<file path="src/rtl/card_seq_pkg.sv">
package card_seq_pkg;
  typedef enum logic [2:0] {
    ST_OFF   = 3'd0,
    ST_IDLE  = 3'd1,
    ST_SLEEP = 3'd2,
    ST_ACT   = 3'd3,
    ST_ON    = 3'd4,
    ST_DEACT = 3'd5,
    ST_FAULT = 3'd6
  } seq_state_e;
endpackage

</file>
<file path="src/rtl/card_seq_timer.sv">
module card_seq_timer #(
  parameter int WIDTH = 4
) (
  input  logic             clk_i,
  input  logic             rst_ni,
  input  logic             clr_i,
  input  logic             tick_i,
  output logic [WIDTH-1:0] step_o
);
  logic [WIDTH-1:0] cnt_q;
  logic             sat;

  assign sat    = &cnt_q;
  // count value after this edge if not cleared
  assign step_o = (tick_i && !sat) ? cnt_q + WIDTH'(1) : cnt_q;

  always_ff @(posedge clk_i or negedge rst_ni) begin
    if (!rst_ni)    cnt_q <= '0;
    else if (clr_i) cnt_q <= '0;
    else            cnt_q <= step_o;
  end

  p_cnt_saturate_r3: assert property (@(posedge clk_i) disable iff (!rst_ni)
    (sat && !clr_i) |=> sat);
endmodule

</file>
<file path="src/rtl/card_seq_fault.sv">
module card_seq_fault (
  input  logic clk_i,
  input  logic rst_ni,
  input  logic ovc_i,
  input  logic ovt_i,
  input  logic present_i,
  input  logic sup_drop_i,
  input  logic raise_i,
  input  logic clear_i,
  output logic any_o,
  output logic irq_n_o
);
  logic irq_cause;

  assign irq_cause = ovc_i | ovt_i | ~present_i;
  assign any_o     = irq_cause | sup_drop_i;

  always_ff @(posedge clk_i or negedge rst_ni) begin
    if (!rst_ni)                     irq_n_o <= 1'b1;
    else if (raise_i && irq_cause)   irq_n_o <= 1'b0;
    else if (clear_i)                irq_n_o <= 1'b1;
  end

  // supply drop alone never pulls the interrupt
  p_irq_cause_r7: assert property (@(posedge clk_i) disable iff (!rst_ni)
    $fell(irq_n_o) |-> $past(ovc_i || ovt_i || !present_i));
endmodule

</file>
<file path="src/rtl/card_pwr_seq.sv">
module card_pwr_seq
  import card_seq_pkg::*;
#(
  parameter int ACT_VCC_HT  = 3,
  parameter int ACT_IO_HT   = 8,
  parameter int ACT_RST_HT  = 14,
  parameter int DEA_CLK_HT  = 1,
  parameter int DEA_IO_HT   = 2,
  parameter int DEA_VCC_HT  = 3,
  parameter int DEA_PUMP_HT = 10,
  parameter int WAKE_CYCLES = 96
) (
  input  logic clk_i,
  input  logic rst_ni,
  input  logic half_tick_i,
  input  logic slow_tick_i,
  input  logic cmd_n_i,
  input  logic mode_i,
  input  logic rst_req_i,
  input  logic card_present_i,
  input  logic ovc_i,
  input  logic ovt_i,
  input  logic sup_drop_i,
  output logic pump_en_o,
  output logic vcc_en_o,
  output logic io_en_o,
  output logic clk_en_o,
  output logic rst_o,
  output logic irq_n_o
);
  localparam int HT_LAST = (ACT_RST_HT > DEA_PUMP_HT) ? ACT_RST_HT : DEA_PUMP_HT;
  localparam int HT_W    = $clog2(HT_LAST + 2);
  localparam int WK_W    = $clog2(WAKE_CYCLES + 2);

  seq_state_e      state_q, state_d;
  logic [HT_W-1:0] ht_step;
  logic [WK_W-1:0] wk_step;
  logic            ht_clr, wk_clr;
  logic            any_fault, fault_hit, fault_q, fault_d;
  logic            at_vcc_on, at_io_on, at_rst_on;
  logic            at_clk_off, at_io_off, at_vcc_off, at_pump_off, wake_done;
  logic            in_act, in_deact;
  logic            pump_d, vcc_d, io_d, clk_d, rst_d;

  card_seq_timer #(.WIDTH(HT_W)) u_half_timer (
    .clk_i, .rst_ni, .clr_i(ht_clr), .tick_i(half_tick_i), .step_o(ht_step)
  );

  card_seq_timer #(.WIDTH(WK_W)) u_wake_timer (
    .clk_i, .rst_ni, .clr_i(wk_clr), .tick_i(slow_tick_i), .step_o(wk_step)
  );

  card_seq_fault u_fault (
    .clk_i, .rst_ni,
    .ovc_i, .ovt_i, .present_i(card_present_i), .sup_drop_i,
    .raise_i(fault_hit),
    .clear_i(state_q == ST_FAULT && state_d == ST_IDLE),
    .any_o(any_fault), .irq_n_o
  );

  assign at_vcc_on   = half_tick_i && ht_step == HT_W'(ACT_VCC_HT);
  assign at_io_on    = half_tick_i && ht_step == HT_W'(ACT_IO_HT);
  assign at_rst_on   = half_tick_i && ht_step == HT_W'(ACT_RST_HT);
  assign at_clk_off  = half_tick_i && ht_step == HT_W'(DEA_CLK_HT);
  assign at_io_off   = half_tick_i && ht_step == HT_W'(DEA_IO_HT);
  assign at_vcc_off  = half_tick_i && ht_step == HT_W'(DEA_VCC_HT);
  assign at_pump_off = half_tick_i && ht_step == HT_W'(DEA_PUMP_HT);
  assign wake_done   = slow_tick_i && wk_step == WK_W'(WAKE_CYCLES);

  always_comb begin
    state_d   = state_q;
    fault_hit = 1'b0;
    unique case (state_q)
      ST_OFF:   if (!sup_drop_i) state_d = ST_IDLE;
      ST_IDLE: begin
        if (sup_drop_i)                     state_d = ST_OFF;
        else if (!mode_i)                   state_d = ST_SLEEP;
        else if (!cmd_n_i && !any_fault)    state_d = ST_ACT;
      end
      ST_SLEEP: if (mode_i && wake_done) state_d = ST_IDLE;
      ST_ACT, ST_ON: begin
        if (any_fault) begin
          state_d   = ST_DEACT;
          fault_hit = 1'b1;
        end else if (cmd_n_i || !mode_i) begin
          state_d = ST_DEACT;
        end else if (state_q == ST_ACT && at_rst_on) begin
          state_d = ST_ON;
        end
      end
      ST_DEACT: begin
        fault_hit = any_fault;  // recorded, schedule not restarted
        if (at_pump_off) begin
          if (fault_q || any_fault) state_d = ST_FAULT;
          else if (!mode_i)         state_d = ST_SLEEP;
          else                      state_d = ST_IDLE;
        end
      end
      ST_FAULT: if (cmd_n_i && !any_fault) state_d = ST_IDLE;
      default:  state_d = ST_OFF;
    endcase
  end

  assign ht_clr  = (state_d != state_q) && (state_d == ST_ACT || state_d == ST_DEACT);
  assign wk_clr  = (state_q != ST_SLEEP) || !mode_i;
  assign fault_d = (state_d == ST_DEACT) && (fault_q || fault_hit);
  assign in_act   = (state_q == ST_ACT);
  assign in_deact = (state_q == ST_DEACT);

  always_comb begin
    pump_d = 1'b0;
    vcc_d  = 1'b0;
    io_d   = 1'b0;
    clk_d  = 1'b0;
    rst_d  = 1'b0;
    unique case (state_d)
      ST_ACT: begin
        pump_d = 1'b1;
        vcc_d  = vcc_en_o | (in_act & at_vcc_on);
        io_d   = io_en_o  | (in_act & at_io_on);
        clk_d  = clk_en_o | (in_act & io_en_o & rst_req_i);
      end
      ST_ON: begin
        pump_d = 1'b1;
        vcc_d  = 1'b1;
        io_d   = 1'b1;
        clk_d  = clk_en_o;
        rst_d  = ~rst_req_i;
      end
      ST_DEACT: begin
        pump_d = pump_en_o;
        vcc_d  = vcc_en_o & ~(in_deact & at_vcc_off);
        io_d   = io_en_o  & ~(in_deact & at_io_off);
        clk_d  = clk_en_o & ~(in_deact & at_clk_off);
      end
      default: ;
    endcase
  end

  always_ff @(posedge clk_i or negedge rst_ni) begin
    if (!rst_ni) begin
      state_q   <= ST_OFF;
      fault_q   <= 1'b0;
      pump_en_o <= 1'b0;
      vcc_en_o  <= 1'b0;
      io_en_o   <= 1'b0;
      clk_en_o  <= 1'b0;
      rst_o     <= 1'b0;
    end else begin
      state_q   <= state_d;
      fault_q   <= fault_d;
      pump_en_o <= pump_d;
      vcc_en_o  <= vcc_d;
      io_en_o   <= io_d;
      clk_en_o  <= clk_d;
      rst_o     <= rst_d;
    end
  end

  p_vcc_under_pump_r3: assert property (@(posedge clk_i) disable iff (!rst_ni)
    vcc_en_o |-> pump_en_o);
  p_io_under_vcc_r3: assert property (@(posedge clk_i) disable iff (!rst_ni)
    io_en_o |-> vcc_en_o);
  p_clk_under_io_r4: assert property (@(posedge clk_i) disable iff (!rst_ni)
    clk_en_o |-> io_en_o);
  p_clk_frozen_r4: assert property (@(posedge clk_i) disable iff (!rst_ni)
    (state_q == ST_ON) |=> (state_q != ST_ON || $stable(clk_en_o)));
  p_rst_needs_io_r5: assert property (@(posedge clk_i) disable iff (!rst_ni)
    rst_o |-> io_en_o);
  p_sleep_blocks_r10: assert property (@(posedge clk_i) disable iff (!rst_ni)
    (state_q == ST_IDLE && !mode_i) |=> state_q != ST_ACT);
  p_fault_parks_r8: assert property (@(posedge clk_i) disable iff (!rst_ni)
    (fault_q && state_q == ST_DEACT && state_d != ST_DEACT) |=> state_q == ST_FAULT);
endmodule

</file>
<file path="config.mk">
export PLATFORM = sky130hd
export DESIGN_NAME = card_pwr_seq
export DESIGN_NICKNAME = d
export VERILOG_FILES = /design/src/rtl/card_seq_pkg.sv /design/src/rtl/card_seq_timer.sv /design/src/rtl/card_seq_fault.sv /design/src/rtl/card_pwr_seq.sv
export SDC_FILE = /design/constraint.sdc
export NUM_CORES = 1
export LEC_CHECK = 0
export ABC_AREA = 1
export CAP_MARGIN = 30
export CORE_ASPECT_RATIO = 1.4
export CORE_MARGIN = 4
export CORE_UTILIZATION = 25
export CTS_CLUSTER_DIAMETER = 40
export DETAILED_ROUTE_END_ITERATION = 8
export PLACE_DENSITY = 0.49
export SLEW_MARGIN = 15
export SYNTH_ARGS = -nofsm -noshare
export SYNTH_HDL_FRONTEND = slang
export SYNTH_SLANG_ARGS = --single-unit
</file>
<file path="constraint.sdc">
create_clock -name clk_i -period 2.5 [get_ports clk_i]
set_input_delay 0.25 -clock clk_i [delete_from_list [all_inputs] [get_ports clk_i]]
set_output_delay 0.25 -clock clk_i [all_outputs]
set_load 0.01 [all_outputs]
</file>
# --- After elaboration in Yosys (flattened, before gate mapping) ---
# Cells that the tools add are included.
op_classes:
  mux: 26
  n_eq_ne: 19
  reduce_logical: 33
  bitwise: 21
  add_sub_neg: 2
ops:
  columns: ["operator", "n"]
  rows:
  - ["3-bit two-way mux", 11]
  - ["3-bit one-hot mux with 6 select lines", 1]
  - ["1-bit logical AND", 17]
  - ["3-bit == test, second input constant", 5]
  - ["7-bit two-way mux", 2]
  - ["4-bit == test, second input constant", 3]
  - ["1-bit AND", 10]
  - ["3-bit by 2-bit == test with 1-bit output, second input constant", 3]
  - ["1-bit one-hot mux with 3 select lines", 3]
  - ["4-bit by 2-bit == test with 1-bit output, second input constant", 2]
  - ["4-bit two-way mux", 2]
  - ["7-bit by 1-bit adder with 7-bit output, second input constant", 1]
  - ["7-bit == test, second input constant", 1]
  - ["7-bit AND reduction", 1]
  - ["3-bit by 1-bit == test with 1-bit output, second input constant", 2]
  - ["1-bit OR", 6]
  - ["1-bit zero test", 5]
  - ["1-bit logical OR", 5]
  - ["1-bit NOT", 5]
  - ["4-bit by 1-bit adder with 4-bit output, second input constant", 1]
  - ["4-bit by 1-bit == test with 1-bit output, second input constant", 1]
  - ["1-bit two-way mux", 4]
  - ["1-bit one-hot mux with 2 select lines", 2]
  - ["4-bit AND reduction", 1]
  - ["other kinds (6)", 7]
word_totals:
  reg_bits: 21

# --- Depth between registers and ports, before layout ---
depth:
  word_depth: 15
  depth_mapped: 17

# --- Cells and area by module ---
# A second synthesis with hierarchy kept.
hier_totals:
  hier_cells: 238
  hier_area_um2: 1652.8
modules_own_cells:
  columns: ["mod", "cells_each", "seq_area_each_um2", "area_per_inst_um2", "n_inst"]
  rows:
  - ["card_pwr_seq", 138, 225.2, 910.9, 1]
  - ["card_seq_timer at u_wake_timer", 64, 175.2, 464.2, 1]
  - ["card_seq_timer at u_half_timer", 30, 100.1, 229.0, 1]
  - ["card_seq_fault", 6, 26.3, 48.8, 1]

# --- Worst setup path after synthesis ---
# OpenSTA, ideal clock, no wires.
synth_timing:
  path_type: "register -> register"
  from: "reg u_wake_timer.cnt_q[0]"
  to: "reg u_half_timer.cnt_q[2]"
  required_time_ns: 2.423
  stages_incl_launch_ff: 17
  synth_period_minus_slack_ns: 1.963
  t_arrival_ns: 1.886
  n_path_buf: 0
  slack_ns: 0.537
  cell_sequence: "dfrtp_1 > ha_1 > nand3_2 > inv_2 > nand2_1 > nand2_1 > nand2_1 > nand2_1 > nor2_2 > nand3_2 > nor2_2 > nor2_2 > nor2_8 > nor2_1 > nor2_2 > nand2_2 > a21oi_1"
synth_via:
  elab_chain_len: 13
synth_lines:
  columns: ["element", "line_no", "source"]
  rows:
  - ["start, declared", "card_seq_timer.sv:10", "logic [WIDTH-1:0] cnt_q;"]
  - ["start signal, assigned", "card_seq_timer.sv:20", "else cnt_q <= step_o;"]
  - ["branches (longest 3 deep; another with 7-bit by 1-bit adder with 7-bit output)", null, null]
  - ["7-bit two-way mux *", "card_seq_timer.sv:15", "assign step_o = (tick_i && !sat) ? cnt_q + WIDTH'(1) : cnt_q;"]
  - ["7-bit == test *", "card_pwr_seq.sv:68", "assign wake_done = slow_tick_i && wk_step == WK_W'(WAKE_CYCLES);"]
  - ["1-bit logical AND *", "card_pwr_seq.sv:68", null]
  - ["1-bit logical AND *", "card_pwr_seq.sv:80", "ST_SLEEP: if (mode_i && wake_done) state_d = ST_IDLE;"]
  - ["3-bit two-way mux *", "card_pwr_seq.sv:80", null]
  - ["3-bit one-hot mux with 6 select lines *", "card_pwr_seq.sv:73", "unique case (state_q)"]
  - ["3-bit by 2-bit == test with 1-bit output / 3-bit == test (equally long branches)", "card_pwr_seq.sv:104", "assign ht_clr = (state_d != state_q) && (state_d == ST_ACT || state_d == ST_DEACT);"]
  - ["1-bit logical OR", "card_pwr_seq.sv:104", null]
  - ["1-bit logical AND *", "card_pwr_seq.sv:104", null]
  - ["4-bit two-way mux *", "card_seq_timer.sv:19", "else if (clr_i) cnt_q <= '0;"]
  - ["end signal, assigned", "card_seq_timer.sv:20", null]
  - ["end, declared", "card_seq_timer.sv:10", null]
# Mark *: on every way between the ends.
# A chain may end at the register's enable or synchronous reset.

# --- Final worst setup path ---
layout_timing:
  from: "reg u_wake_timer.cnt_q[0]"
  to: "reg u_half_timer.cnt_q[2]"
layout_via:
  elab_chain_len: 13
layout_lines:
  columns: ["element", "line_no", "source"]
  rows:
  - ["branches (longest 3 deep; another with 7-bit by 1-bit adder with 7-bit output)", null, null]
  - ["7-bit two-way mux *", "card_seq_timer.sv:15", null]
  - ["7-bit == test *", "card_pwr_seq.sv:68", null]
  - ["1-bit logical AND *", "card_pwr_seq.sv:68", null]
  - ["1-bit logical AND *", "card_pwr_seq.sv:80", null]
  - ["3-bit two-way mux *", "card_pwr_seq.sv:80", null]
  - ["3-bit one-hot mux with 6 select lines *", "card_pwr_seq.sv:73", null]
  - ["net state_d[0]", "card_pwr_seq.sv:35", "seq_state_e state_q, state_d;"]
  - ["3-bit by 2-bit == test with 1-bit output / 3-bit == test (equally long branches)", "card_pwr_seq.sv:104", null]
  - ["1-bit logical OR", "card_pwr_seq.sv:104", null]
  - ["1-bit logical AND *", "card_pwr_seq.sv:104", null]
  - ["4-bit two-way mux *", "card_seq_timer.sv:19", null]
# Mark *: on every way through the listed nets, which the timed path passes.

==> impl_metrics.toml <==
[sta]
finalSetupViolations = 0
max_freq_mhz = 447.1
hold_viol = 0
fin_crit_sh_pct = 89.46
fin_skew_ps = 9.436
drv_slew = 0
slew_headroom_pct = 70.36
tightest_slew_ps = 441.2
min_period_ps = 2236
tns_ps = 0
layout_setup_ws_ps = 263.5

[pwr]
pwr_density_cell_mw_per_mm2 = 907.9
ir_worst_vdd_mv = 0.2769
finalPower_uw = 1719
leakage_uw = 0.0008673

[final_layout]
fin_nets = 255
register_area_um2 = 526.8
n_fill_cell = 653
drive_gt1_share_pct = 19.92
multi_input_area_um2 = 937.1
layout_common_cells = "nand2_1, inv_1, nor2_1"
n_antenna_cell = 0
stdcell_count = 313
area_delta_synth_final_pct = 19.89
layout_commonest_cell = "nand2_1"
final_core_util_pct = 30.69

[global_route]
grt_overflow = 0
grt_max_degree = 22
antenna_found_initial = 0
track_usage_pct = 11.36
grt_pass1_vias = 1488
grt_pass1_wl_um = 6762

[floorplanning]
core_area_mm2 = 0.006168
io_pins = 17
die_x_um = 75.17
placementRows = 34
initial_core_util_pct = 25.60
die_h_um = 102.0
die-area_mm2 = 0.007669

[route]
first_pass_iters = 4
drc = 0
num_vias = 1497
drt-vias-per-instance = 4.783
wl_um = 3948
wire_per_inst_um = 12.61
final_antenna_net_count = 0
drt_iter0_drc = 53

[placement]
gp_congestion = 0.7943
hpwl_um = 3247
numPortBuffers = 16
dp_cells = 309
place_ws_ps = 46.78

[synth]
yosys.cell_types.count = 32
yosysSeqAreaShare_pct = 33.36
yosysTopAreaCellShare_pct = 31.70
postSynthAreaPerCell_um2 = 7.177
synth_area_mm2 = 0.001579
synthCells = 220
synth_area_leaders = "dfrtp_1, nand2_1, nand3_1"
synth_nets = 233
ys_ff_latch = 21
yosysTopAreaCell = "dfrtp_1"
ys_warn_count = 0

[critical_path]
endpoint_kind = "flip-flop"
cp_slowest_cell = "dfrtp_1"
critical_path.max_stage_delay_ps = 420
reg2reg_depth = 16
cp.depth = 16
cp-start-kind = "flip-flop"
crit_chain = "ha_1 > nand3_2 > inv_2 > nand2_1 > nand2_2 > nand2_1 > nand2_1 > nor2_2 > nand3_2 > nor2_2 > nand2_1 > nand3_4 > nand2_1 > nand2_1 > nand2_2 > a21oi_1"
cp_top_family = "simple AND/OR/NAND/NOR gates"
critical_path.startpoint = "u_wake_timer.cnt_q[0]$_DFF_PN0_"
crit_top_cell = "nand2_1"
critical_path_class = "reg2reg"
path_buf_inv = 1
cp_data_arrival_time_ps = 2420
crit_fanout = 8
cp_data_required_time_ps = 2690
r2r_start = "u_wake_timer.cnt_q[0]$_DFF_PN0_"

[cts]
cts-root-buf = "clkbuf_8"
cts.path.max_buffers = 2
cts_sinks = 21
cts_inserted_buffers = 3
cts.reportedPaths.clkPinSlew_ps = 90
insertion_delay_ps = 270
cts_tree = "built"
cts.htree.levels = 1

[run_status]
status = "finished clean"

[min_path]
worstHoldPathType = "in2async"

[job]
maxCapViolCount = 0
[through the flow]
step           hold WS (ps)  cell area, um2
2_1_floorplan        -45.59            1579
3_3_place_gp          467.4            1837
3_5_place_dp          472.5            1837
4_1_cts               329.6            1883
5_1_grt               345.6            1893
6_report              320.4            1893
[worst reg2reg max path, delay by kind of cell, from the launching register on]
family	cells	cell delay, ps
AND/OR/NAND/NOR	13	1320
flip-flops	1	420
adder cells (fa/ha/maj)	1	240
AO/OA/AOI/OAI	1	130
buffers and inverters	1	40
[what timing repair did]
| action | CTS | global route |
|---|---|---|
| hold buffers | 0 | 0 |
| setup buffers | 0 | 0 |
| endpoints found under the setup margin | 0 | 7 |
| gates resized for setup | 0 | 4 |
[cell type report]
| cell class | instances | area share [%] |
|---|---|---|
| multi-input combinational | 168 | 49.50 |
| sequential | 21 | 27.83 |
| timing repair buffer | 19 | 9.650 |
| inverter | 29 | 5.816 |
| tap | 72 | 4.759 |
| clock buffer | 3 | 2.181 |
| clock inverter | 1 | 0.2644 |
[layer usage]
layer | vias to the layer above | track usage (%) | wire (um)
met2 | 19 | 22.15 | 2156
li1 | 768 | - | -
met1 | 706 | 12.39 | 1627
met5 | - | 0 | 0
met4 | 0 | 2.826 | 34
met3 | 4 | 1.673 | 131
[power breakdown]
part	internal, uW	leakage [uW]	total, uW	switching (uW)
Sequential	425	0.000278	518	92.9
Clock	111	0.0000255	233	122
Combinational	338	0.000564	968	630
Total	875	0.000867	1720	844
[path summary, 6_finish.rpt]
| path | end | slack [ps] |
|---|---|---|
| max reg2reg | u_half_timer.cnt_q[2]$_DFF_PN0_ | 260 |
| max | u_half_timer.cnt_q[2]$_DFF_PN0_ | 260 |
| max in group asynchronous | u_fault.irq_n_o$_DFFE_PN1P_ | 1910 |
| min reg2reg | u_fault.irq_n_o$_DFFE_PN1P_ | 480 |
| min in group clk_i | u_fault.irq_n_o$_DFFE_PN1P_ | 480 |
| min | u_wake_timer.cnt_q[6]$_DFF_PN0_ | 320 |
[cells in the mapped netlist (all sizes together)]
| cell type | n |
|---|---|
| a21boi | 1 |
| a21oi | 10 |
| ha | 2 |
| nand3 | 29 |
| a31oi | 3 |
| a22oi | 1 |
| o211ai | 4 |
| buf | 2 |
| dfrtp | 20 |
| nand3b | 1 |
| and2 | 1 |
| nand4 | 9 |
| clkinv | 1 |
| xor2 | 3 |
| o31ai | 1 |
| nor3 | 5 |
| dfstp | 1 |
| o21ai | 5 |
| nor2 | 32 |
| inv | 28 |
| nand2 | 61 |
[registers in the layout, indices dropped and copies added (netlist names)]
signal,count
u_wake_timer.cnt_q,7
rst_o,1
io_en_o,1
u_half_timer.cnt_q,4
clk_en_o,1
u_fault.irq_n_o,1
state_q,3
pump_en_o,1
fault_q,1
vcc_en_o,1
[logic make-up (layout without fill, tap and decap cells)]
family / count (synthesis) / in the layout / synth area share (%)
xor gates and xnor gates: 3 / 3 / 1.664
AOI/OAI and AO/OA: 25 / 25 / 9.985
adders and majority gates: 2 / 2 / 1.585
DFF: 21 / 21 / 33.36
buffers and inverters: 31 / 52 / 7.923
and+or+nand+nor: 138 / 138 / 45.48
Power figures use the tool's default switching activity.
